**src/rtl/ring_pkg.sv**
```systemverilog
package ring_pkg;
    // register word offsets
    localparam logic [2:0] RA_CTRL = 3'd0;
    localparam logic [2:0] RA_BASE = 3'd1;
    localparam logic [2:0] RA_WPTR = 3'd2;
    localparam logic [2:0] RA_RPTR = 3'd3;
    localparam logic [2:0] RA_WBLO = 3'd4;
    localparam logic [2:0] RA_WBHI = 3'd5;
    localparam logic [2:0] RA_STAT = 3'd6;

    // control field positions
    localparam int CTL_EN     = 0;
    localparam int CTL_SZ_LSB = 1;
    localparam int CTL_WB     = 8;

    // index fields sit above the byte offset bits
    localparam int PTR_LSB = 2;
    localparam int MEM_AW  = 40;
    localparam int BASE_SH = 8;

    typedef enum logic [1:0] {
        F_IDLE = 2'd0,
        F_REQ  = 2'd1,
        F_WAIT = 2'd2,
        F_HOLD = 2'd3
    } fetch_st_e;
endpackage

```
**src/rtl/ring_regs.sv**
```systemverilog
module ring_regs
    import ring_pkg::*;
#(
    parameter int PTR_W = 16,
    parameter int SZ_W  = 5
) (
    input  logic                 clk,
    input  logic                 rst_n,
    input  logic                 reg_wr,
    input  logic [2:0]           reg_addr,
    input  logic [31:0]          reg_wdata,
    input  logic [PTR_W-1:0]     rptr,
    input  logic                 busy,
    output logic                 ring_en,
    output logic                 wb_en,
    output logic [SZ_W-1:0]      size_log2,
    output logic [31:0]          base,
    output logic [PTR_W-1:0]     wptr,
    output logic [MEM_AW-1:0]    wb_addr,
    output logic                 rptr_wr,
    output logic [PTR_W-1:0]     rptr_wdata,
    output logic [31:0]          reg_rdata
);
    typedef struct packed {
        logic             en;
        logic             wben;
        logic [SZ_W-1:0]  size;
        logic [31:0]      base;
        logic [PTR_W-1:0] wptr;
        logic [29:0]      wblo;
        logic [7:0]       wbhi;
    } regs_t;

    regs_t r_d, r_q;

    always_comb begin
        r_d = r_q;
        if (reg_wr) begin
            case (reg_addr)
                RA_CTRL: begin
                    r_d.en   = reg_wdata[CTL_EN];
                    r_d.size = reg_wdata[CTL_SZ_LSB +: SZ_W];
                    r_d.wben = reg_wdata[CTL_WB];
                end
                RA_BASE: r_d.base = reg_wdata;
                RA_WPTR: r_d.wptr = reg_wdata[PTR_LSB +: PTR_W];
                RA_WBLO: r_d.wblo = reg_wdata[31:2];
                RA_WBHI: r_d.wbhi = reg_wdata[7:0];
                default: ;
            endcase
        end
    end

    always_ff @(posedge clk or negedge rst_n) begin
        if (!rst_n) r_q <= '0;
        else        r_q <= r_d;
    end

    always_comb begin
        reg_rdata = '0;
        case (reg_addr)
            RA_CTRL: begin
                reg_rdata[CTL_EN]               = r_q.en;
                reg_rdata[CTL_SZ_LSB +: SZ_W]   = r_q.size;
                reg_rdata[CTL_WB]               = r_q.wben;
            end
            RA_BASE: reg_rdata                      = r_q.base;
            RA_WPTR: reg_rdata[PTR_LSB +: PTR_W]    = r_q.wptr;
            RA_RPTR: reg_rdata[PTR_LSB +: PTR_W]    = rptr;
            RA_WBLO: reg_rdata[31:2]                = r_q.wblo;
            RA_WBHI: reg_rdata[7:0]                 = r_q.wbhi;
            RA_STAT: reg_rdata[0]                   = busy;
            default: ;
        endcase
    end

    // consumer index may only be loaded while the ring is stopped
    assign rptr_wr    = reg_wr && (reg_addr == RA_RPTR) && !r_q.en;
    assign rptr_wdata = reg_wdata[PTR_LSB +: PTR_W];

    assign ring_en   = r_q.en;
    assign wb_en     = r_q.wben;
    assign size_log2 = r_q.size;
    assign base      = r_q.base;
    assign wptr      = r_q.wptr;
    assign wb_addr   = {r_q.wbhi, r_q.wblo, 2'b00};
endmodule

```
**src/rtl/ring_fetch.sv**
```systemverilog
module ring_fetch
    import ring_pkg::*;
#(
    parameter int PTR_W = 16,
    parameter int SZ_W  = 5
) (
    input  logic               clk,
    input  logic               rst_n,
    input  logic               ring_en,
    input  logic [SZ_W-1:0]    size_log2,
    input  logic [31:0]        base,
    input  logic [PTR_W-1:0]   wptr,
    input  logic               rptr_wr,
    input  logic [PTR_W-1:0]   rptr_wdata,
    output logic               mrd_req,
    output logic [MEM_AW-1:0]  mrd_addr,
    input  logic               mrd_gnt,
    input  logic               mrd_rvalid,
    input  logic [31:0]        mrd_rdata,
    output logic               cmd_valid,
    output logic [31:0]        cmd_data,
    input  logic               cmd_ready,
    output logic [PTR_W-1:0]   rptr,
    output logic               adv,
    output logic [PTR_W-1:0]   adv_ptr,
    output logic               empty
);
    typedef struct packed {
        fetch_st_e          st;
        logic [PTR_W-1:0]   rptr;
        logic [MEM_AW-1:0]  addr;
        logic [31:0]        data;
    } fetch_t;

    fetch_t f_d, f_q;

    logic [PTR_W-1:0]  mask;
    logic [PTR_W-1:0]  rptr_m;
    logic [PTR_W-1:0]  step;
    logic [MEM_AW-1:0] word_addr;
    logic              accept;

    always_comb begin
        if (int'(size_log2) >= PTR_W) mask = '1;
        else                          mask = (PTR_W'(1) << size_log2) - PTR_W'(1);
    end

    assign rptr_m    = f_q.rptr & mask;
    assign step      = (rptr_m + PTR_W'(1)) & mask;
    assign empty     = (rptr_m == (wptr & mask));
    assign word_addr = {base, {BASE_SH{1'b0}}} + MEM_AW'({rptr_m, 2'b00});

    always_comb begin
        f_d    = f_q;
        accept = 1'b0;
        case (f_q.st)
            F_IDLE: begin
                if (ring_en && !empty) begin
                    f_d.st   = F_REQ;
                    f_d.addr = word_addr;
                end
            end
            F_REQ: begin
                if (mrd_gnt) f_d.st = F_WAIT;
            end
            F_WAIT: begin
                if (mrd_rvalid) begin
                    f_d.st   = F_HOLD;
                    f_d.data = mrd_rdata;
                end
            end
            F_HOLD: begin
                if (cmd_ready) begin
                    accept   = 1'b1;
                    f_d.st   = F_IDLE;
                    f_d.rptr = step;
                end
            end
            default: f_d.st = F_IDLE;
        endcase
        if (rptr_wr) f_d.rptr = rptr_wdata;
    end

    always_ff @(posedge clk or negedge rst_n) begin
        if (!rst_n) f_q <= '0;
        else        f_q <= f_d;
    end

    assign mrd_req   = (f_q.st == F_REQ);
    assign mrd_addr  = f_q.addr;
    assign cmd_valid = (f_q.st == F_HOLD);
    assign cmd_data  = f_q.data;
    assign rptr      = f_q.rptr;
    assign adv       = accept;
    assign adv_ptr   = step;
endmodule

```
**src/rtl/ring_wb.sv**
```systemverilog
module ring_wb
    import ring_pkg::*;
#(
    parameter int PTR_W = 16
) (
    input  logic               clk,
    input  logic               rst_n,
    input  logic               wb_en,
    input  logic [MEM_AW-1:0]  wb_addr,
    input  logic               adv,
    input  logic [PTR_W-1:0]   adv_ptr,
    input  logic [PTR_W-1:0]   cur_ptr,
    output logic               mwr_valid,
    output logic [MEM_AW-1:0]  mwr_addr,
    output logic [31:0]        mwr_data,
    input  logic               mwr_ready
);
    typedef struct packed {
        logic               busy;
        logic               dirty;
        logic [MEM_AW-1:0]  addr;
        logic [PTR_W-1:0]   data;
    } wb_t;

    wb_t w_d, w_q;

    always_comb begin
        w_d = w_q;
        if (w_q.busy && mwr_ready) begin
            if ((w_q.dirty || adv) && wb_en) begin
                // merged follow-up write with the newest index
                w_d.data  = adv ? adv_ptr : cur_ptr;
                w_d.addr  = wb_addr;
                w_d.dirty = 1'b0;
            end else begin
                w_d.busy  = 1'b0;
                w_d.dirty = 1'b0;
            end
        end else if (w_q.busy && adv) begin
            w_d.dirty = 1'b1;
        end else if (!w_q.busy && adv && wb_en) begin
            w_d.busy = 1'b1;
            w_d.data = adv_ptr;
            w_d.addr = wb_addr;
        end
    end

    always_ff @(posedge clk or negedge rst_n) begin
        if (!rst_n) w_q <= '0;
        else        w_q <= w_d;
    end

    assign mwr_valid = w_q.busy;
    assign mwr_addr  = w_q.addr;
    assign mwr_data  = {{(32-PTR_W){1'b0}}, w_q.data};
endmodule

```
**src/rtl/cmd_ring_fetch.sv**
```systemverilog
module cmd_ring_fetch
    import ring_pkg::*;
#(
    parameter int PTR_W = 16,
    parameter int SZ_W  = 5
) (
    input  logic               clk,
    input  logic               rst_n,
    input  logic               reg_wr,
    input  logic [2:0]         reg_addr,
    input  logic [31:0]        reg_wdata,
    output logic [31:0]        reg_rdata,
    output logic               mrd_req,
    output logic [MEM_AW-1:0]  mrd_addr,
    input  logic               mrd_gnt,
    input  logic               mrd_rvalid,
    input  logic [31:0]        mrd_rdata,
    output logic               mwr_valid,
    output logic [MEM_AW-1:0]  mwr_addr,
    output logic [31:0]        mwr_data,
    input  logic               mwr_ready,
    output logic               cmd_valid,
    output logic [31:0]        cmd_data,
    input  logic               cmd_ready
);
    logic               ring_en;
    logic               wb_en;
    logic [SZ_W-1:0]    size_log2;
    logic [31:0]        base;
    logic [PTR_W-1:0]   wptr;
    logic [MEM_AW-1:0]  wb_addr;
    logic               rptr_wr;
    logic [PTR_W-1:0]   rptr_wdata;
    logic [PTR_W-1:0]   rptr;
    logic               adv;
    logic [PTR_W-1:0]   adv_ptr;
    logic               empty;
    logic               busy;

    assign busy = ring_en && !empty;

    ring_regs #(.PTR_W(PTR_W), .SZ_W(SZ_W)) u_regs (
        .clk        (clk),
        .rst_n      (rst_n),
        .reg_wr     (reg_wr),
        .reg_addr   (reg_addr),
        .reg_wdata  (reg_wdata),
        .rptr       (rptr),
        .busy       (busy),
        .ring_en    (ring_en),
        .wb_en      (wb_en),
        .size_log2  (size_log2),
        .base       (base),
        .wptr       (wptr),
        .wb_addr    (wb_addr),
        .rptr_wr    (rptr_wr),
        .rptr_wdata (rptr_wdata),
        .reg_rdata  (reg_rdata)
    );

    ring_fetch #(.PTR_W(PTR_W), .SZ_W(SZ_W)) u_fetch (
        .clk        (clk),
        .rst_n      (rst_n),
        .ring_en    (ring_en),
        .size_log2  (size_log2),
        .base       (base),
        .wptr       (wptr),
        .rptr_wr    (rptr_wr),
        .rptr_wdata (rptr_wdata),
        .mrd_req    (mrd_req),
        .mrd_addr   (mrd_addr),
        .mrd_gnt    (mrd_gnt),
        .mrd_rvalid (mrd_rvalid),
        .mrd_rdata  (mrd_rdata),
        .cmd_valid  (cmd_valid),
        .cmd_data   (cmd_data),
        .cmd_ready  (cmd_ready),
        .rptr       (rptr),
        .adv        (adv),
        .adv_ptr    (adv_ptr),
        .empty      (empty)
    );

    ring_wb #(.PTR_W(PTR_W)) u_wb (
        .clk       (clk),
        .rst_n     (rst_n),
        .wb_en     (wb_en),
        .wb_addr   (wb_addr),
        .adv       (adv),
        .adv_ptr   (adv_ptr),
        .cur_ptr   (rptr),
        .mwr_valid (mwr_valid),
        .mwr_addr  (mwr_addr),
        .mwr_data  (mwr_data),
        .mwr_ready (mwr_ready)
    );
endmodule

```
**config.mk**
```make
export PLATFORM = sky130hd
export DESIGN_NAME = cmd_ring_fetch
export DESIGN_NICKNAME = d
export VERILOG_FILES = /design/src/rtl/ring_pkg.sv /design/src/rtl/ring_regs.sv /design/src/rtl/ring_fetch.sv /design/src/rtl/ring_wb.sv /design/src/rtl/cmd_ring_fetch.sv
export SDC_FILE = /design/constraint.sdc
export NUM_CORES = 1
export LEC_CHECK = 0
export BUFFER_PORTS_ARGS = -buffer_cell sky130_fd_sc_hd__clkbuf_2
export CAP_MARGIN = 5
export CORE_MARGIN = 5
export CORE_UTILIZATION = 45
export CTS_CLUSTER_DIAMETER = 200
export CTS_CLUSTER_SIZE = 28
export DETAILED_ROUTE_END_ITERATION = 16
export GPL_ROUTABILITY_DRIVEN = 0
export PLACE_DENSITY_LB_ADDON = 0.05
export SYNTH_ARGS = -nofsm -noshare
export SYNTH_HDL_FRONTEND = slang
export SYNTH_SLANG_ARGS = --single-unit
```
**constraint.sdc**
```tcl
create_clock -name clk -period 7.5 [get_ports clk]
set_clock_uncertainty 0.15 [all_clocks]
set_input_delay 0 -clock clk [delete_from_list [all_inputs] [get_ports clk]]
set_output_delay 0 -clock clk [all_outputs]
set_load 0.03 [all_outputs]
```
==> results.yml, run 1 <==
setup_path:
  worstPathArrival_ns: 5.84
  start_kind: "flop"
  path_class: "reg2reg"
  cp_data_required_time_ns: 7.73
  worst-path-max-fanout: 28
  crit_path_end_kind: "flop"
timing:
  setup_viol: 0
  maxSlewHeadroom_pct: 27.9
  fmax_mhz: 178
  finalMaxSlewViolations: 0
  tns_ns: 0
  fin_crit_ns: 5.61
  worst_pin_slew_ns: 1.08
  rsz0062_at_grt: "false"
  final.period_utilization_pct: 74.7
  hold_violations: 0
route:
  vias: 9535
  drt-pass1-iter-count: 5
  drc: 0
  wl_per_cell_microns: 21.2
  viasPerCell: 5.42
  wl_microns: 37300
  drtIter0Drc: 640
  antenna_left: 0
global_routing:
  use_met2_pct: 33.1
  grt.met3_usage_pct: 5.10
  top_usage_layer: "met2"
  gr-usage-all-layers_pct: 21.8
  grt_max_degree: 123
  grt.overflow.total: 0
  antenna_found_initial: 0
  grt_pass1_wl_microns: 58300
  grt_pass1_vias: 9809
  met1_usage_pct: 32.3
yosys:
  synth_seq_area_share_pct: 44.1
  yosysTopAreaCell: "dfrtp_1"
  yosys-top-cells-area: "dfrtp_1, mux2_2, buf_4, mux2_4, nor2_1"
  synth.most_common_cell: "dfrtp_1"
  synth_edf_count: 0
  yosysWarningCount: 0
  ys.flop_type: "dfrtp_1"
  syn_inst: 1235
  ys_ff_latch: 237
  avgSynthCellArea_sq_um: 10.9
  yosysTopAreaCellShare_pct: 44.1
  synthArstFlopShare_pct: 100
  synth_commonest_cells: "dfrtp_1, mux2_2, buf_4, nor2_1, nand2_1"
  syn_area_sq_mm: 0.0135
  yosysUniqueCellTypes: 76
final_layout:
  final_nets: 1464
  area_growth_pct: 10.9
  drive_gt1_share_pct: 35.9
  antennaDiodeCount: 0
clock_tree:
  cts_root_buffer: "clkbuf_16"
  hold_buffers: 69
  clk_pin_slew_ns: 0.12
  cts_htree_levels: 1
  clockBufferDepth: 3
  cts_setup_buffers: 0
  clk_latency_ns: 0.49
  cts_sinks: 237
  cts.repair.resized: 0
  cts_tree: "done"
  cts_buffers: 12
die:
  core_area_sq_mm: 0.0296
  boundaryPins: 253
  dieArea_sq_mm: 0.0335
  die_h_microns: 183
  die_x_microns: 183
  rows: 63
  start_util_pct: 45.5
power:
  power_density_mw_per_mm2: 383
  peakVddDrop_mv: 0.232
  power_mw: 5.71
  leakagePower_nw: 6.85
status:
  status: "finished clean"
worst_hold_path:
  min_path_type: "in2async"
placement:
  hpwl_microns: 26700
  port_buffers: 232
job:
  maxCapViolations: 0
-- state kept, by name, indices dropped and copies added (netlist names) --
name	count
u_regs.ring_en	1
u_fetch.mrd_addr	38
u_regs.size_log2	5
u_wb.mwr_addr	38
u_wb.mwr_data	16
u_regs.wb_en	1
u_regs.wb_addr	38
u_fetch.f_q	2
u_wb.w_q	1
u_fetch.cmd_data	32
u_regs.wptr	16
u_fetch.rptr	16
u_regs.base	32
u_wb.mwr_valid	1
-- cells in the final DEF (no fill, tap or decap), types with 10 or more instances in the layout --
cell	Yosys	routed
dfrtp_1	237	237
clkbuf_2	0	231
mux2_2	195	195
nor2_1	75	73
nand2_1	73	73
dlygate4sd3_1	0	69
o21ai_0	45	45
a21oi_1	35	35
a22oi_1	29	29
xnor2_1	25	25
inv_1	22	22
xor2_1	22	22
ha_1	20	20
conb_1	1	20
nand3_1	20	19
mux2_4	19	19
mux2i_1	17	17
nor3_1	19	17
buf_4	148	14
clkbuf_16	0	13
o21a_1	11	11
nor4_1	10	10
-- kinds of logic (layout without fill, tap and decap cells) --
kind of cell | after synthesis | count (layout) | share of synthesized area, %
compound gates | 193 | 193 | 9.76
xor+xnor | 47 | 47 | 3.06
fa+ha+maj | 21 | 21 | 2.01
buf+inv | 238 | 353 | 11.4
flops | 237 | 237 | 44.1
mux | 233 | 233 | 20.0
other cells | 1 | 20 | 0.0279
simple gates | 265 | 265 | 9.68
-- stage by stage --
step	worst slack [ns]	instances	instance area [sq um]	utilization (%)	hold slack [ns]
6_report	1.89	1759	14900	50.5	0.0162
5_1_grt	1.49	1759	14900	50.5	0.0415
4_1_cts	1.93	1759	14900	50.5	0.0145
3_5_place_dp	1.96	1676	13900	47.0	0.0307
3_3_place_gp	2.08	1676	13900	47.0	0.0318
2_1_floorplan	3.18	1254	13500	-	-0.446
-- worst max-delay path, cell delays in order (launching register included) --
cell,delay [ns]
dfrtp_1,0.72
or3_4,0.55
nor3_4,0.20
inv_1,0.08
ha_1,0.42
or4b_2,0.67
o21ai_0,0.13
a221oi_2,0.17
nor2b_1,0.34
ha_1,0.32
a21oi_1,0.17
o211ai_1,0.20
a311oi_2,0.74
nor3_1,0.16
xor2_1,0.18
mux2_4,0.27
-- cell type report --
| class | count | area [sq um] |
|---|---|---|
| well taps | 390 | 488 |
| repair buffers | 315 | 1970 |
| clock buffers | 13 | 325 |
| inverters | 24 | 90.1 |
| flip-flops and latches | 237 | 5930 |
| fillers | 2738 | 14600 |
| multi-input cells | 779 | 6100 |
| clock inverters | 1 | 16.3 |
-- path summary, 6_finish.rpt --
check,start,end,slack [ns],depth (start not counted)
max,u_regs.size_log2[4],u_fetch.mrd_addr[37],1.89,15
min,rst_n,u_fetch.mrd_addr[3],0.02,2
max reg2reg,u_regs.size_log2[4],u_fetch.mrd_addr[37],1.89,15
min reg2reg,u_wb.mwr_data[3],u_wb.mwr_data[3],0.35,2
max in group asynchronous,rst_n,u_wb.mwr_addr[26],5.65,3
min in group clk,reg_wr,u_regs.base[1],0.02,4
-- metal layers --
layer | vias to the layer above | wire length [microns]
met5 | - | 0
met4 | 0 | 751
met3 | 45 | 2770
met2 | 315 | 16300
met1 | 4721 | 17400
li1 | 4454 | -
-- report_power, final --
part           internal (mW)  leakage, nW  switching (mW)
Combinational           1.07         3.81            1.67
Sequential              1.76         2.88           0.453
Clock                  0.319        0.167           0.431
Total                   3.15         6.85            2.56
Note: power is estimated with default switching activity, not from simulation.
==> run 2, diff against run 1 <==
- ABC_AREA: unset -> 1
- clock period: 7.5 -> 5.2 ns (I/O delays scaled with it)
==> run 2 against run 1 <==
Worst setup slack got worse by 0.92 ns; sequential power grew 36%; area after synthesis down 3.0%; combinational power is 23% higher; first-iteration DRC count is 23% higher; worst hold slack gained 0.084 ns; flip-flop and latch count did not move; register-to-register slack worse by 0.92 ns; wire length grew 3.7%; critical endpoint is now u_fetch.mrd_addr[34].
==> results.yml, run 2 <==
yosys:
  syn_inst: 1606
  synthArstFlopShare_pct: 100
  ys.flop_type: "dfrtp_1"
  yosysTopAreaCellShare_pct: 45.4
  synth.most_common_cell: "nand2_1"
  avgSynthCellArea_sq_um: 8.13
  yosysTopAreaCell: "dfrtp_1"
  yosysUniqueCellTypes: 48
  ys_ff_latch: 237
  yosysWarningCount: 0
  syn_area_sq_mm: 0.0131
  synth_commonest_cells: "nand2_1, dfrtp_1, buf_4, inv_1, o21ai_0"
  synth_edf_count: 0
  synth_seq_area_share_pct: 45.4
  yosys-top-cells-area: "dfrtp_1, nand2_1, buf_4, o21ai_0, inv_1"
setup_path:
  path_cells: "inv_1, nand2_2, inv_2, nand2_2, ha_1, nand3_1, o21ai_0, nand2_1, nor2_1, ha_1, nand2_1, a21oi_1, nor2_1, nand2_1, a21oi_1, nor3_2, nand4_1, xor2_1, nand2_1, nand2_1"
  cp.depth: 20
  max_stage_delay_ns: 0.57
  crit_path_end_kind: "flop"
  worst-path-buf-inv: 2
  crit_path_frequent_cell: "nand2_1"
  start_kind: "flop"
  worstPathArrival_ns: 4.46
  setup.worst_path.end: "u_fetch.mrd_addr[34]"
  worst-r2r-cell-count: 20
  cp_top_family: "simple AND/OR/NAND/NOR gates"
  cp_data_required_time_ns: 5.44
  rrSetupSlack_ns: 0.97
  crit_path_start: "u_regs.size_log2[2]"
  worst-path-max-fanout: 12
  r2r_end: "u_fetch.mrd_addr[34]"
  slowest_stage: "dfrtp_1"
  r2r_start: "u_regs.size_log2[2]"
  path_class: "reg2reg"
placement:
  port_buffers: 232
  hpwl_microns: 28500
timing:
  setup_viol: 0
  finalMaxSlewViolations: 0
  rsz0062_at_grt: "false"
  fmax_mhz: 237
  tns_ns: 0
  hold_violations: 0
  worst_pin_slew_ns: 1.01
  final.period_utilization_pct: 81.3
  fin_crit_ns: 4.23
  maxSlewHeadroom_pct: 32.3
power:
  clockPowerShare_pct: 14.4
  power_mw: 7.47
  p_comb_share_pct: 45.3
  p_int_mw: 4.01
  p_switching_mw: 3.46
  power_density_mw_per_mm2: 510
  peakVddDrop_mv: 0.254
  leakagePower_nw: 7.55
  pwr-share-seq_pct: 40.3
  switching_share_pct: 46.3
die:
  boundaryPins: 253
  core_area_sq_mm: 0.0287
  rows: 62
  start_util_pct: 45.5
  dieArea_sq_mm: 0.0325
  die_h_microns: 180
  die_x_microns: 180
global_routing:
  antenna_found_initial: 0
  grt_max_degree: 76
  grt_pass1_wl_microns: 62300
  grt_pass1_vias: 10742
  gr-usage-all-layers_pct: 23.5
  grt.overflow.total: 0
status:
  status: "finished clean"
clock_tree:
  cts_tree: "done"
  cts_buffers: 12
  cts_setup_buffers: 0
  clockBufferDepth: 3
  clk_pin_slew_ns: 0.12
  cts_sinks: 237
  clk_latency_ns: 0.49
  cts_root_buffer: "clkbuf_16"
  cts_htree_levels: 1
final_layout:
  antennaDiodeCount: 0
  final_nets: 1853
  multi_input_area_sq_mm: 0.00535
  layout_commonest_cell: "nand2_1"
  final_cell_mix: "nand2_1, dfrtp_1, clkbuf_2"
  seq_area_sq_mm: 0.00593
  area_growth_pct: 12.2
  drive_gt1_share_pct: 18.2
  nFillCells: 2847
route:
  drtIter0Drc: 785
  wl_microns: 38600
  wl_per_cell_microns: 18.0
  vias: 10946
  viasPerCell: 5.11
  antenna_left: 0
  drt-pass1-iter-count: 5
  drc: 0
worst_hold_path:
  min_path_type: "in2reg"
job:
  maxCapViolations: 0
-- run 2: changes by cell type after synthesis, moves of 10 or more --
cell and delta:
mux2i_1 -17, mux2_2 -163, nor3_1 -10, o22ai_1 +11, a22oi_1 -26, o21a_1 -11
nand4_1 +15, inv_1 +104, o21ai_1 +27, nand3_1 +45, xnor2_1 -14, o21ai_0 +79
nand2_1 +419, mux2_4 -19
-- run 2: power by group through the flow --
stage	clock network [mW]	logic, mW	registers, mW
4_1_cts	1.11	3.40	3.00
2_1_floorplan	0	3.05	2.82
3_3_place_gp	0	3.29	3.02
6_report	1.07	3.39	3.01
5_1_grt	1.16	3.72	3.09
3_5_place_dp	0	3.30	3.04
-- run 2: worst min path at each step --
| stage | depth (start not counted) | start | slack (ns) | end |
|---|---|---|---|---|
| global route | 3 | mrd_rdata[23] | 0.12 | u_fetch.cmd_data[23] |
| detailed placement | 1 | rst_n | -0.08 | u_fetch.cmd_data[18] |
| floorplan | 0 | rst_n | -0.45 | u_fetch.cmd_data[0] |
| CTS | 4 | reg_addr[1] | 0.08 | u_regs.wb_addr[34] |
| finish | 4 | reg_addr[1] | 0.10 | u_regs.wb_addr[39] |
| global placement | 1 | rst_n | -0.08 | u_fetch.cmd_data[18] |
-- run 2: through the flow --
step	utilization (%)	cells	setup slack, ns	instance area [sq um]	hold WS, ns
finish	51.0	2142	0.975	14600	0.101
global placement	47.0	2048	1.15	13500	-0.0754
detailed placement	47.0	2048	1.08	13500	-0.0779
CTS	51.0	2142	1.03	14600	0.0814
global route	51.0	2142	0.477	14600	0.123
floorplan	-	1625	1.72	13100	-0.446
-- run 2: cell type report --
class                      count  area share, %
sequential                   237           40.5
clock buffer                  13           2.22
clock inverter                 1          0.111
timing repair buffer         322           14.0
multi-input combinational   1052           36.5
tap                          384           3.28
inverter                     133           3.41
-- run 2: logic make-up (layout without fill, tap and decap cells) --
kind of cell / count (synthesis) / in the layout / synth area share (%)
simple gates: 683 / 683 / 21.5
xor+xnor: 38 / 38 / 2.55
buf+inv: 336 / 469 / 14.2
fa+ha+maj: 21 / 21 / 2.07
other cells: 1 / 20 / 0.0287
compound gates: 258 / 258 / 11.4
mux: 32 / 32 / 2.76
flops: 237 / 237 / 45.4
-- run 2: worst reg2reg max path, cell delays in order (launching register included) --
cell and delay [ns]:
dfrtp_1 0.57, inv_1 0.23, nand2_2 0.20, inv_2 0.07, nand2_2 0.12, ha_1 0.29, nand3_1 0.20, o21ai_0 0.27
nand2_1 0.08, nor2_1 0.29, ha_1 0.27, nand2_1 0.06, a21oi_1 0.12, nor2_1 0.05, nand2_1 0.08, a21oi_1 0.14
nor3_2 0.44, nand4_1 0.18, xor2_1 0.18, nand2_1 0.07, nand2_1 0.05
-- run 2: timing repair --
item                                   4_1_cts  5_1_grt
hold buffers                                80        0
resized for setup                            0        0
endpoints found under the hold margin      251        0
-- run 2: per-layer routing --
| metal | track usage [%] | share of wire, % | vias up |
|---|---|---|---|
| li1 | - | - | 5344 |
| met1 | 35.3 | 48 | 5168 |
| met2 | 36.7 | 44 | 395 |
| met3 | 3.57 | 6.0 | 39 |
| met4 | 4.45 | 1.9 | 0 |
| met5 | 0 | 0 | - |
